### src/rtl/wtc_pkg.sv
`timescale 1ns/1ps
package wtc_pkg;
  typedef enum logic [1:0] {
    CTL_RUN   = 2'd0,
    CTL_DRAIN = 2'd1,
    CTL_FILL  = 2'd2
  } ctl_state_e;
endpackage

### src/rtl/wtc_tag_store.sv
`timescale 1ns/1ps
module wtc_tag_store #(
  parameter int NUM_LINES      = 16,
  parameter int WORDS_PER_LINE = 4,
  parameter int TAG_W          = 4
) (
  input  logic                              clk,
  input  logic                              rst,
  input  logic [$clog2(NUM_LINES)-1:0]      lk_idx,
  input  logic [TAG_W-1:0]                  lk_tag,
  input  logic [$clog2(WORDS_PER_LINE)-1:0] lk_off,
  output logic                              lk_hit,
  input  logic                              upd_en,
  input  logic [$clog2(NUM_LINES)-1:0]      upd_idx,
  input  logic [TAG_W-1:0]                  upd_tag,
  input  logic [$clog2(WORDS_PER_LINE)-1:0] upd_off
);
  localparam int IDX_W = $clog2(NUM_LINES);
  localparam int OFF_W = $clog2(WORDS_PER_LINE);
  localparam logic [WORDS_PER_LINE-1:0] WORD_ONE = 1;

  logic [TAG_W-1:0]          tag_q [NUM_LINES];
  logic [WORDS_PER_LINE-1:0] vld_q [NUM_LINES];

  assign lk_hit = (tag_q[lk_idx] == lk_tag) && vld_q[lk_idx][lk_off];

  for (genvar l = 0; l < NUM_LINES; l++) begin : g_line
    always_ff @(posedge clk) begin
      if (rst) begin
        tag_q[l] <= '0;
        vld_q[l] <= '0;
      end else if (upd_en && upd_idx == IDX_W'(l)) begin
        if (tag_q[l] == upd_tag) begin
          vld_q[l][upd_off] <= 1'b1;
        end else begin
          tag_q[l] <= upd_tag;
          vld_q[l] <= WORD_ONE << upd_off;
        end
      end
    end
  end

  // Shadow of the last update, used only by the checks below
  logic             chk_en_q;
  logic             chk_repl_q;
  logic [IDX_W-1:0] chk_idx_q;
  logic [OFF_W-1:0] chk_off_q;
  always_ff @(posedge clk) begin
    if (rst) begin
      chk_en_q   <= 1'b0;
      chk_repl_q <= 1'b0;
      chk_idx_q  <= '0;
      chk_off_q  <= '0;
    end else begin
      chk_en_q   <= upd_en;
      chk_repl_q <= upd_en && (tag_q[upd_idx] != upd_tag);
      chk_idx_q  <= upd_idx;
      chk_off_q  <= upd_off;
    end
  end

  AST_UPD_WORD_VALID: assert property (@(posedge clk) disable iff (rst)
    chk_en_q |-> vld_q[chk_idx_q][chk_off_q]);
  AST_REPLACE_SINGLE_WORD: assert property (@(posedge clk) disable iff (rst)
    chk_repl_q |-> ($countones(vld_q[chk_idx_q]) == 1));
endmodule

### src/rtl/wtc_data_ram.sv
`timescale 1ns/1ps
module wtc_data_ram #(
  parameter int DEPTH  = 64,
  parameter int DATA_W = 32
) (
  input  logic                     clk,
  input  logic                     we,
  input  logic [$clog2(DEPTH)-1:0] waddr,
  input  logic [DATA_W-1:0]        wdata,
  input  logic                     re,
  input  logic [$clog2(DEPTH)-1:0] raddr,
  output logic [DATA_W-1:0]        rdata
);
  logic [DATA_W-1:0] mem [DEPTH];

  always_ff @(posedge clk) begin
    if (we) mem[waddr] <= wdata;
    if (re) rdata <= mem[raddr];
  end
endmodule

### src/rtl/wtc_store_pipe.sv
`timescale 1ns/1ps
module wtc_store_pipe #(
  parameter int ADDR_W = 10,
  parameter int DATA_W = 32,
  parameter int SLOT_W = 6
) (
  input  logic              clk,
  input  logic              rst,
  input  logic              st_acc,
  input  logic [ADDR_W-1:0] st_addr,
  input  logic [DATA_W-1:0] st_data,
  input  logic              drain_en,
  input  logic [ADDR_W-1:0] lk_addr,
  output logic              lk_fwd,
  output logic              dwb_valid,
  output logic [SLOT_W-1:0] dwb_slot,
  output logic [DATA_W-1:0] dwb_data,
  output logic              wt_valid,
  output logic [ADDR_W-1:0] wt_addr,
  output logic [DATA_W-1:0] wt_data,
  input  logic              wt_ready,
  output logic              wt_free
);
  logic              dwb_valid_q;
  logic [ADDR_W-1:0] dwb_addr_q;
  logic [DATA_W-1:0] dwb_data_q;
  logic              wt_valid_q;
  logic [ADDR_W-1:0] wt_addr_q;
  logic [DATA_W-1:0] wt_data_q;

  // Pending data-array update: loaded by a store, emptied by a drain
  always_ff @(posedge clk) begin
    if (rst) begin
      dwb_valid_q <= 1'b0;
    end else if (st_acc) begin
      dwb_valid_q <= 1'b1;
    end else if (drain_en) begin
      dwb_valid_q <= 1'b0;
    end
  end

  always_ff @(posedge clk) begin
    if (st_acc) begin
      dwb_addr_q <= st_addr;
      dwb_data_q <= st_data;
    end
  end

  // Write-through slot
  always_ff @(posedge clk) begin
    if (rst) begin
      wt_valid_q <= 1'b0;
    end else if (st_acc) begin
      wt_valid_q <= 1'b1;
    end else if (wt_ready) begin
      wt_valid_q <= 1'b0;
    end
  end

  always_ff @(posedge clk) begin
    if (st_acc) begin
      wt_addr_q <= st_addr;
      wt_data_q <= st_data;
    end
  end

  assign wt_free   = !wt_valid_q || wt_ready;
  assign lk_fwd    = dwb_valid_q && (dwb_addr_q == lk_addr);
  assign dwb_valid = dwb_valid_q;
  assign dwb_slot  = dwb_addr_q[SLOT_W-1:0];
  assign dwb_data  = dwb_data_q;
  assign wt_valid  = wt_valid_q;
  assign wt_addr   = wt_addr_q;
  assign wt_data   = wt_data_q;

  AST_WT_STABLE: assert property (@(posedge clk) disable iff (rst)
    wt_valid_q && !wt_ready |=> wt_valid_q && $stable(wt_addr_q) && $stable(wt_data_q));
  AST_NO_STORE_WHEN_BLOCKED: assert property (@(posedge clk) disable iff (rst)
    wt_valid_q && !wt_ready |-> !st_acc);
endmodule

### src/rtl/wtc_cache.sv
`timescale 1ns/1ps
module wtc_cache
  import wtc_pkg::*;
#(
  parameter int ADDR_W         = 10,
  parameter int DATA_W         = 32,
  parameter int WORDS_PER_LINE = 4,
  parameter int NUM_LINES      = 16
) (
  input  logic              clk,
  input  logic              rst,
  input  logic              req_valid,
  input  logic              req_write,
  input  logic [ADDR_W-1:0] req_addr,
  input  logic [DATA_W-1:0] req_wdata,
  output logic              req_ready,
  output logic              rsp_valid,
  output logic [DATA_W-1:0] rsp_rdata,
  output logic              wt_valid,
  output logic [ADDR_W-1:0] wt_addr,
  output logic [DATA_W-1:0] wt_data,
  input  logic              wt_ready,
  output logic              fill_req,
  output logic [ADDR_W-1:0] fill_addr,
  input  logic              fill_valid,
  input  logic [DATA_W-1:0] fill_data
);
  localparam int OFF_W  = $clog2(WORDS_PER_LINE);
  localparam int IDX_W  = $clog2(NUM_LINES);
  localparam int SLOT_W = OFF_W + IDX_W;
  localparam int TAG_W  = ADDR_W - SLOT_W;
  localparam int DEPTH  = NUM_LINES * WORDS_PER_LINE;

  ctl_state_e        state_q;
  logic [ADDR_W-1:0] miss_addr_q;

  logic              wt_free, dwb_valid, ld_fwd, tag_hit;
  logic [SLOT_W-1:0] dwb_slot;
  logic [DATA_W-1:0] dwb_data;
  logic              ld_acc, st_acc, ld_hit, drain_en, fill_done;

  logic              upd_en;
  logic [ADDR_W-1:0] upd_addr;
  logic              ram_we;
  logic [SLOT_W-1:0] ram_waddr;
  logic [DATA_W-1:0] ram_wdata, ram_rdata;

  logic              rsp_valid_q, rsp_fwd_q;
  logic [DATA_W-1:0] rsp_hold_q;

  assign req_ready = (state_q == CTL_RUN) && (!req_write || wt_free);
  assign ld_acc    = req_valid && !req_write && req_ready;
  assign st_acc    = req_valid &&  req_write && req_ready;
  assign ld_hit    = tag_hit || ld_fwd;
  assign fill_done = (state_q == CTL_FILL) && fill_valid;
  // The array port is free for the pending store whenever no load reads it
  assign drain_en  = dwb_valid && !ld_acc;

  assign upd_en   = st_acc || fill_done;
  assign upd_addr = fill_done ? miss_addr_q : req_addr;

  assign ram_we    = fill_done || drain_en;
  assign ram_waddr = fill_done ? miss_addr_q[SLOT_W-1:0] : dwb_slot;
  assign ram_wdata = fill_done ? fill_data : dwb_data;

  wtc_tag_store #(
    .NUM_LINES      (NUM_LINES),
    .WORDS_PER_LINE (WORDS_PER_LINE),
    .TAG_W          (TAG_W)
  ) u_tags (
    .clk     (clk),
    .rst     (rst),
    .lk_idx  (req_addr[OFF_W +: IDX_W]),
    .lk_tag  (req_addr[ADDR_W-1 -: TAG_W]),
    .lk_off  (req_addr[OFF_W-1:0]),
    .lk_hit  (tag_hit),
    .upd_en  (upd_en),
    .upd_idx (upd_addr[OFF_W +: IDX_W]),
    .upd_tag (upd_addr[ADDR_W-1 -: TAG_W]),
    .upd_off (upd_addr[OFF_W-1:0])
  );

  wtc_data_ram #(
    .DEPTH  (DEPTH),
    .DATA_W (DATA_W)
  ) u_ram (
    .clk   (clk),
    .we    (ram_we),
    .waddr (ram_waddr),
    .wdata (ram_wdata),
    .re    (ld_acc),
    .raddr (req_addr[SLOT_W-1:0]),
    .rdata (ram_rdata)
  );

  wtc_store_pipe #(
    .ADDR_W (ADDR_W),
    .DATA_W (DATA_W),
    .SLOT_W (SLOT_W)
  ) u_stp (
    .clk       (clk),
    .rst       (rst),
    .st_acc    (st_acc),
    .st_addr   (req_addr),
    .st_data   (req_wdata),
    .drain_en  (drain_en),
    .lk_addr   (req_addr),
    .lk_fwd    (ld_fwd),
    .dwb_valid (dwb_valid),
    .dwb_slot  (dwb_slot),
    .dwb_data  (dwb_data),
    .wt_valid  (wt_valid),
    .wt_addr   (wt_addr),
    .wt_data   (wt_data),
    .wt_ready  (wt_ready),
    .wt_free   (wt_free)
  );

  // Miss control: wait for both store buffers to empty, then fetch one word
  always_ff @(posedge clk) begin
    if (rst) begin
      state_q <= CTL_RUN;
    end else begin
      case (state_q)
        CTL_RUN:   if (ld_acc && !ld_hit) state_q <= CTL_DRAIN;
        CTL_DRAIN: if (!wt_valid && !dwb_valid) state_q <= CTL_FILL;
        CTL_FILL:  if (fill_valid) state_q <= CTL_RUN;
        default:   state_q <= CTL_RUN;
      endcase
    end
  end

  always_ff @(posedge clk) begin
    if (ld_acc && !ld_hit) miss_addr_q <= req_addr;
  end

  always_ff @(posedge clk) begin
    if (rst) begin
      rsp_valid_q <= 1'b0;
      rsp_fwd_q   <= 1'b0;
    end else begin
      rsp_valid_q <= (ld_acc && ld_hit) || fill_done;
      if (ld_acc) begin
        rsp_fwd_q <= ld_fwd;
      end else if (fill_done) begin
        rsp_fwd_q <= 1'b1;
      end
    end
  end

  always_ff @(posedge clk) begin
    if (ld_acc) begin
      rsp_hold_q <= dwb_data;
    end else if (fill_done) begin
      rsp_hold_q <= fill_data;
    end
  end

  assign rsp_valid = rsp_valid_q;
  assign rsp_rdata = rsp_fwd_q ? rsp_hold_q : ram_rdata;
  assign fill_req  = (state_q == CTL_FILL);
  assign fill_addr = miss_addr_q;

  AST_FILL_AFTER_FLUSH: assert property (@(posedge clk) disable iff (rst)
    fill_req |-> !wt_valid && !dwb_valid);
  AST_FILL_ADDR_HELD: assert property (@(posedge clk) disable iff (rst)
    fill_req && !fill_valid |=> fill_req && $stable(fill_addr));
  AST_RSP_HAS_CAUSE: assert property (@(posedge clk) disable iff (rst)
    rsp_valid |-> $past(ld_acc) || $past(fill_done));
  AST_NO_REQ_DURING_MISS: assert property (@(posedge clk) disable iff (rst)
    fill_req |-> !req_ready);
endmodule

### config.mk
export PLATFORM = sky130hd
export DESIGN_NAME = wtc_cache
export DESIGN_NICKNAME = d
export VERILOG_FILES = /design/src/rtl/wtc_pkg.sv /design/src/rtl/wtc_tag_store.sv /design/src/rtl/wtc_data_ram.sv /design/src/rtl/wtc_store_pipe.sv /design/src/rtl/wtc_cache.sv
export SDC_FILE = /design/constraint.sdc
export NUM_CORES = 2
export LEC_CHECK = 0
export BUFFER_PORTS_ARGS = -buffer_cell sky130_fd_sc_hd__buf_4
export CAP_MARGIN = 30
export CORE_MARGIN = 10
export CORE_UTILIZATION = 30
export CTS_BUF_LIST = sky130_fd_sc_hd__clkbuf_2
export DETAILED_ROUTE_END_ITERATION = 12
export PLACE_DENSITY = 0.43
export SYNTH_ARGS = -nofsm -noshare
export SYNTH_HDL_FRONTEND = slang
export SYNTH_SLANG_ARGS = --single-unit
export TNS_END_PERCENT = 5
### constraint.sdc
create_clock -name clk -period 4.25 [get_ports clk]
set_input_delay 0.2125 -clock clk [delete_from_list [all_inputs] [get_ports clk]]
set_output_delay 0.2125 -clock clk [all_outputs]
set_load 0.005 [all_outputs]
* After elaboration in Yosys (flattened, before gate mapping)
Memory sizes are Yosys's and may differ from the RTL's. A register that Yosys moved wholly into a read port is not among the register bits. Index checks and enable logic that the tools add are counted.
Word-level totals: bits in registers 90, memory bits (writable) 2176, input bits 80, output and inout bits 88, logic and storage cells 540, memories kept 3
Memories:
- u_ram.mem | words 64, width 32, read ports 1, clocked after Yosys merged registers in 1, wr ports 1, line wtc_data_ram.sv:14 | logic [DATA_W-1:0] mem [DEPTH];
- u_tags.tag_q | words 16, width 4, read ports 17, clocked after Yosys merged registers in 0, wr ports 16, line wtc_tag_store.sv:22 | logic [TAG_W-1:0] tag_q [NUM_LINES];
- u_tags.vld_q | words 16, width 4, read ports 1, clocked after Yosys merged registers in 0, wr ports 16, line wtc_tag_store.sv:23 | logic [WORDS_PER_LINE-1:0] vld_q [NUM_LINES];
Cells by class: order comparisons 3, eq/ne operators 38, shifts and indexed selects 1, muxes and demuxes 296, bitwise gates (word level) 144, reductions and logical operators 46
Operator list (number):
- 1-bit 2-to-1 mux | 252
- 1-bit OR | 144
- 32-bit 2-to-1 mux | 4
- 4-bit 2-to-1 mux | 32
- 4-bit equality test | 17
- 4-bit equality test (second input constant) | 8
- 1-bit logical AND | 29
- 4-bit by 3-bit equality test with 1-bit output (second input constant) | 4
- 10-bit equality test | 1
- 10-bit 2-to-1 mux | 1
- 4-bit by 2-bit equality test with 1-bit output (second input constant) | 2
- 1-bit logical OR | 6
- 2-bit by 3-bit < comparator with 1-bit output (second input constant) | 2
- 2-bit 2-to-1 mux | 3
- 6-bit 2-to-1 mux | 1
- 2-bit one-hot mux with 3 select lines | 1
- 2-bit nonzero test | 3
- 1-bit zero test | 5
- 4-bit by 1-bit equality test with 1-bit output (second input constant) | 1
- 4-bit zero test | 1
- 2-bit by 1-bit inequality test with 1-bit output (second input constant) | 2
- 1-bit by 2-bit << shifter with 4-bit output (first input constant) | 1
- 3-bit AND reduction | 1
- 1-bit binary-select mux with 2-bit select | 1
- 6 further kinds | 6

* Longest topological paths before layout
depth after elaboration 12, gate-level depth with buffers 11, mapped depth without buffers 8

* Hierarchy
Synthesis repeated with hierarchy kept, for this count alone.
Unflattened totals: cells, all modules 4524, area, all modules 91217.5 um^2
Modules (own cells, without submodules):
- wtc_data_ram | instances 1, cells each 3511, area each 79359.9 um^2, seq. area each 62459.9 um^2
- wtc_tag_store | instances 1, cells each 646, area each 7303.3 um^2, seq. area each 3843.7 um^2
- wtc_cache | instances 1, cells each 266, area each 2826.5 um^2, seq. area each 1341.3 um^2
- wtc_store_pipe | instances 1, cells each 101, area each 1727.9 um^2, seq. area each 1301.2 um^2

* Least setup slack after synthesis
Ideal clock, no wire load.
path type register to register, start point register state_q[0], end point memory u_ram.mem[10][0], enable pin, library setup time 0.421 ns, arrival time 3.147 ns, required time 3.829 ns, slack 0.681 ns, stages on the path, launching flop included 9, path buffers 3, period minus slack after synthesis 3.569 ns, cell sequence dfxtp_1 nand3b_1 clkbuf_1 clkbuf_1 clkbuf_1 nand3b_1 nand2_1 nand2_1 nor2_1
On the way: cells in the longest elaborated chain, start to end 8, elaborated cells on any way between the ends 11, those cells by class 1 x eq/ne; 3 x mux; 7 x reduce/logical
Ends and longest elaborated chain:
- from (decl) | line wtc_cache.sv:34 | ctl_state_e state_q;
- from (signal assigned) | line wtc_cache.sv:122 | state_q <= CTL_RUN;
- from (signal assigned) | line wtc_cache.sv:125 | CTL_RUN: if (ld_acc && !ld_hit) state_q <= CTL_DRAIN;
- from (signal assigned) | line wtc_cache.sv:126 | CTL_DRAIN: if (!wt_valid && !dwb_valid) state_q <= CTL_FILL;
- 2-bit zero test | line wtc_cache.sv:51 | assign req_ready = (state_q == CTL_RUN) && (!req_write || wt_free);
- 1-bit logical AND | line wtc_cache.sv:51
- 1-bit logical AND | line wtc_cache.sv:52 | assign ld_acc = req_valid && !req_write && req_ready;
- 1-bit zero test | line wtc_cache.sv:57 | assign drain_en = dwb_valid && !ld_acc;
- 1-bit logical AND | line wtc_cache.sv:57
- 1-bit logical OR | line wtc_cache.sv:62 | assign ram_we = fill_done || drain_en;
- 1-bit 2-to-1 mux | line wtc_data_ram.sv:17 | if (we) mem[waddr] <= wdata;
- 1-bit 2-to-1 mux (implied by the code) | line wtc_data_ram.sv:17
- to (decl) | line wtc_data_ram.sv:14
Several ways; a longest one is shown, not always the timed one.

==> metrics.txt <==
Peak VDD IR=roughly 0.00020 V; period utilization=a little over nine tenths; worst relative slew slack=33.6%; Largest stage delay, worst path=around 0.67 ns; initial detailed-routing violation count=between 4000 and 5000; EDFF count, synth=2292; CP Data Required Time=roughly 5.9 ns; Synth Area in Compound Gates=less than 1%; gpl congestion=just under 0.8; CP startpoint=u_stp.wt_addr[5]; Routed WL=288000 um; die height=569 um; Max Cap Violations=0; placed inst area=approximately 100000 um2; port buffer count=167; Min-Delay Path Class=in -> reg; crit path buf inv count=3; Post-Place Cells=~8300; TritonCTS buffer count=622; Layout Nets=5373; Hold Crit Start=req_addr[0]; Final Hold Fails=0; mux contribution to synthesized area=between 10% and 20%; Row Count=201; fin. max-slew vios=0; final setup TNS=0 ns; largest family of logic cells by synthesized area=multiplexers; Synth Area in XOR/XNOR=0.757%; CTS sink count=between 2000 and 2500; Final Cell Area=between 100000 and 150000 um2; Leak=35.5 nW; Design Power=~45 mW; kind of critical path=reg -> reg; Layout area overhead=20.0%; clock buffer depth=4; Initial Util=a little under a third; fraction of layout cells with a size suffix above 1=roughly two fifths; initial antenna violation count=23; Power Dens Cells=416 nW/um2; CP top delay family=buffers and inverters; hold slack=between 0.3 and 0.4 ns; Clk pin slew, worst setup/hold paths=about 0.09 ns; highest routed layer=met5; fmax=about 0.24 GHz; Synth Cell Area=90300 um2; slowest CP cell=edfxtp_1; Non-Filler Instances=between 9000 and 10000; outcome=complete, no violations; grt ovf=0; met2 WL=between 100000 and 150000 um; crit path max fanout=10; Seq/Total Area, Yosys=about three quarters; crit-path cells=xnor2_1 > nand3_1 > dlygate4sd3_1 > nor3_1 > dlygate4sd3_1 > nand2b_1 > dlygate4sd3_1 > nor2_1; critical path startpoint category=register; TritonRoute pass-1 iters=6; adder-cell share of the synthesized area=0%; GRT Overall Usage=17.3%; Post-Route M1 WL=128000 um; H-Tree Depth=6; Syn Nets=roughly 4200; dpl hpwl=167000 um; core area=between 200000 and 300000 um2; Die ar.=approximately 320000 um2; reg2reg start=u_stp.wt_addr[5]; ys flop type=edfxtp_1; Top Ports=about 170; largest net degree at the start of global routing=66; synthesized instance count=4106; Worst-Margin Slew=~1 ns; Tmin final=approximately 4.1 ns; DRC=0; clk_skew=0.327 ns; Clock Tree Root=clkbuf_2; vias per inst=just under 5; Die X=569 um; TritonCTS clock tree=yes; cell mode on critical path=dlygate4sd3_1; worst skew pair latency=roughly 2.1 ns; Netlist cell types=~50; RSZ-0062 raised after global routing=false; Async S/R FF share, synth=0%; Syn. warnings=0; met3 wire length=between 15000 and 20000 um; detailed-route via count=~48000; Mapped Avg Cell Area=around 22 um2; final setup fails=0; simple-gate share of the synthesized area=under 10%; Crit. End Element=register; post-DR wirelength/cell=slightly below 30 um; first-pass GRT wire length=401000 um; Antenna Nets Post-Route=0; vias in the first global route=around 51000; FF+latch count, synth=~2300; WP data arrival=5.77 ns
-- what timing repair did --
action | 4_1_cts | 5_1_grt
buffers inserted | 0 | 0
hold buffers | 345 | 0
endpoints found under the hold margin | 4551 | 0
resized for setup | 0 | 1
setup endpoints to repair | 0 | 35
-- flip-flops by register name, summed over array words and instances, names as in the netlist --
register and count:
u_stp.wt_addr 10, u_stp.dwb_valid 1, u_stp.wt_valid 1, fill_addr 10, rsp_fwd_q 1, u_ram.rdata 32, state_q 2, rsp_valid 1
u_ram.mem 2048, u_stp.wt_data 32, rsp_hold_q 32, u_tags.tag_q 64, u_tags.vld_q 64
-- cells in the mapped netlist, types with 4 or more instances --
| cell type | instances | area (um2) |
|---|---|---|
| a2111oi_0 | 4 | 35.0 |
| a21oi_1 | 14 | 70.1 |
| a22o_1 | 7 | 61.3 |
| a22oi_1 | 5 | 37.5 |
| buf_1 | 21 | 78.8 |
| buf_2 | 84 | 420 |
| buf_4 | 13 | 97.6 |
| buf_6 | 5 | 56.3 |
| clkbuf_1 | 98 | 368 |
| dfxtp_1 | 6 | 120 |
| edfxtp_1 | 2292 | 68800 |
| inv_1 | 21 | 78.8 |
| mux2_2 | 42 | 473 |
| mux2i_1 | 49 | 490 |
| mux4_2 | 680 | 15300 |
| nand2_1 | 253 | 950 |
| nand2b_1 | 8 | 50.1 |
| nand3_1 | 20 | 100 |
| nand3b_1 | 13 | 97.6 |
| nand4_1 | 4 | 25.0 |
| nor2_1 | 234 | 878 |
| nor3_1 | 4 | 20.0 |
| nor4_1 | 12 | 75.1 |
| nor4_2 | 4 | 50.1 |
| o21ai_0 | 77 | 385 |
| or2_2 | 4 | 25.0 |
| or3_1 | 19 | 119 |
| xnor2_1 | 75 | 657 |
-- path summary, 6_finish.rpt --
check	to	slack, ns	depth (start not counted)
max reg2reg	fill_addr[0]	0.13	8
min	u_ram.rdata[22]	0.32	5
max	fill_addr[0]	0.13	8
min reg2reg	rsp_hold_q[19]	0.66	2
-- cells by family (layout without fill, tap and decap cells) --
logic type             Yosys count  count (layout)
buffers and inverters          244            1885
AND/OR/NAND/NOR                587             587
other                            0              13
multiplexers                   775             775
AO/OA/AOI/OAI                  124             124
flip-flops                    2298            2298
XOR/XNOR                        78              78
-- worst register-to-register path, stage by stage, from the launching register on --
cell           delay (ns)
edfxtp_1             0.67
xnor2_1              0.23
nand3_1              0.09
dlygate4sd3_1        0.55
nor3_1               0.06
dlygate4sd3_1        0.60
nand2b_1             0.22
dlygate4sd3_1        0.67
nor2_1               0.67
-- routing by layer --
layer | vias to the layer above | track usage (%)
li1 | 19896 | -
met1 | 26095 | 24.3
met2 | 1719 | 27.8
met3 | 437 | 3.18
met4 | 2 | 4.62
met5 | - | 0
-- where the power goes --
part	internal, mW	leakage (nW)	switching [mW]
Combinational	1.39	10.2	1.90
Sequential	25.1	20.9	0.134
Clock	7.05	4.42	9.41
-- cell type report --
type / instances / area (um2)
sequential: 2298 / 68900
timing repair buffer: 784 / 7650
fill: 28111 / 191000
clock inverter: 141 / 1150
clock buffer: 937 / 4690
inverter: 23 / 88.8
tap: 3958 / 4950
antenna: 13 / 32.5
multi-input combinational: 1564 / 20800
-- through the flow --
| step | util (%) | worst slack (ns) |
|---|---|---|
| 2_1_floorplan | - | 0.681 |
| 3_3_place_gp | 33.0 | 0.432 |
| 3_5_place_dp | 33.0 | 0.561 |
| 4_1_cts | 36.1 | 0.0338 |
| 5_1_grt | 36.1 | 0.0246 |
| 6_report | 36.1 | 0.126 |
-- cells in the final DEF, fill, tap and decap left out, types with 14 or more instances in the layout --
cell type / n
or3_1: 19
clkinv_2: 18
nand2_2: 32
clkinvlp_4: 14
bufinv_16: 20
clkinv_1: 77
inv_1: 20
o21ai_0: 77
nand2_1: 220
a21oi_1: 14
edfxtp_1: 2292
mux2_2: 42
buf_4: 369
dlygate4sd3_1: 340
buf_12: 66
xnor2_1: 75
mux2i_1: 49
mux4_2: 680
nor2_4: 64
clkbuf_2: 937
nand3_1: 19
nor2_1: 170
Power figures use the tool's default switching activity.
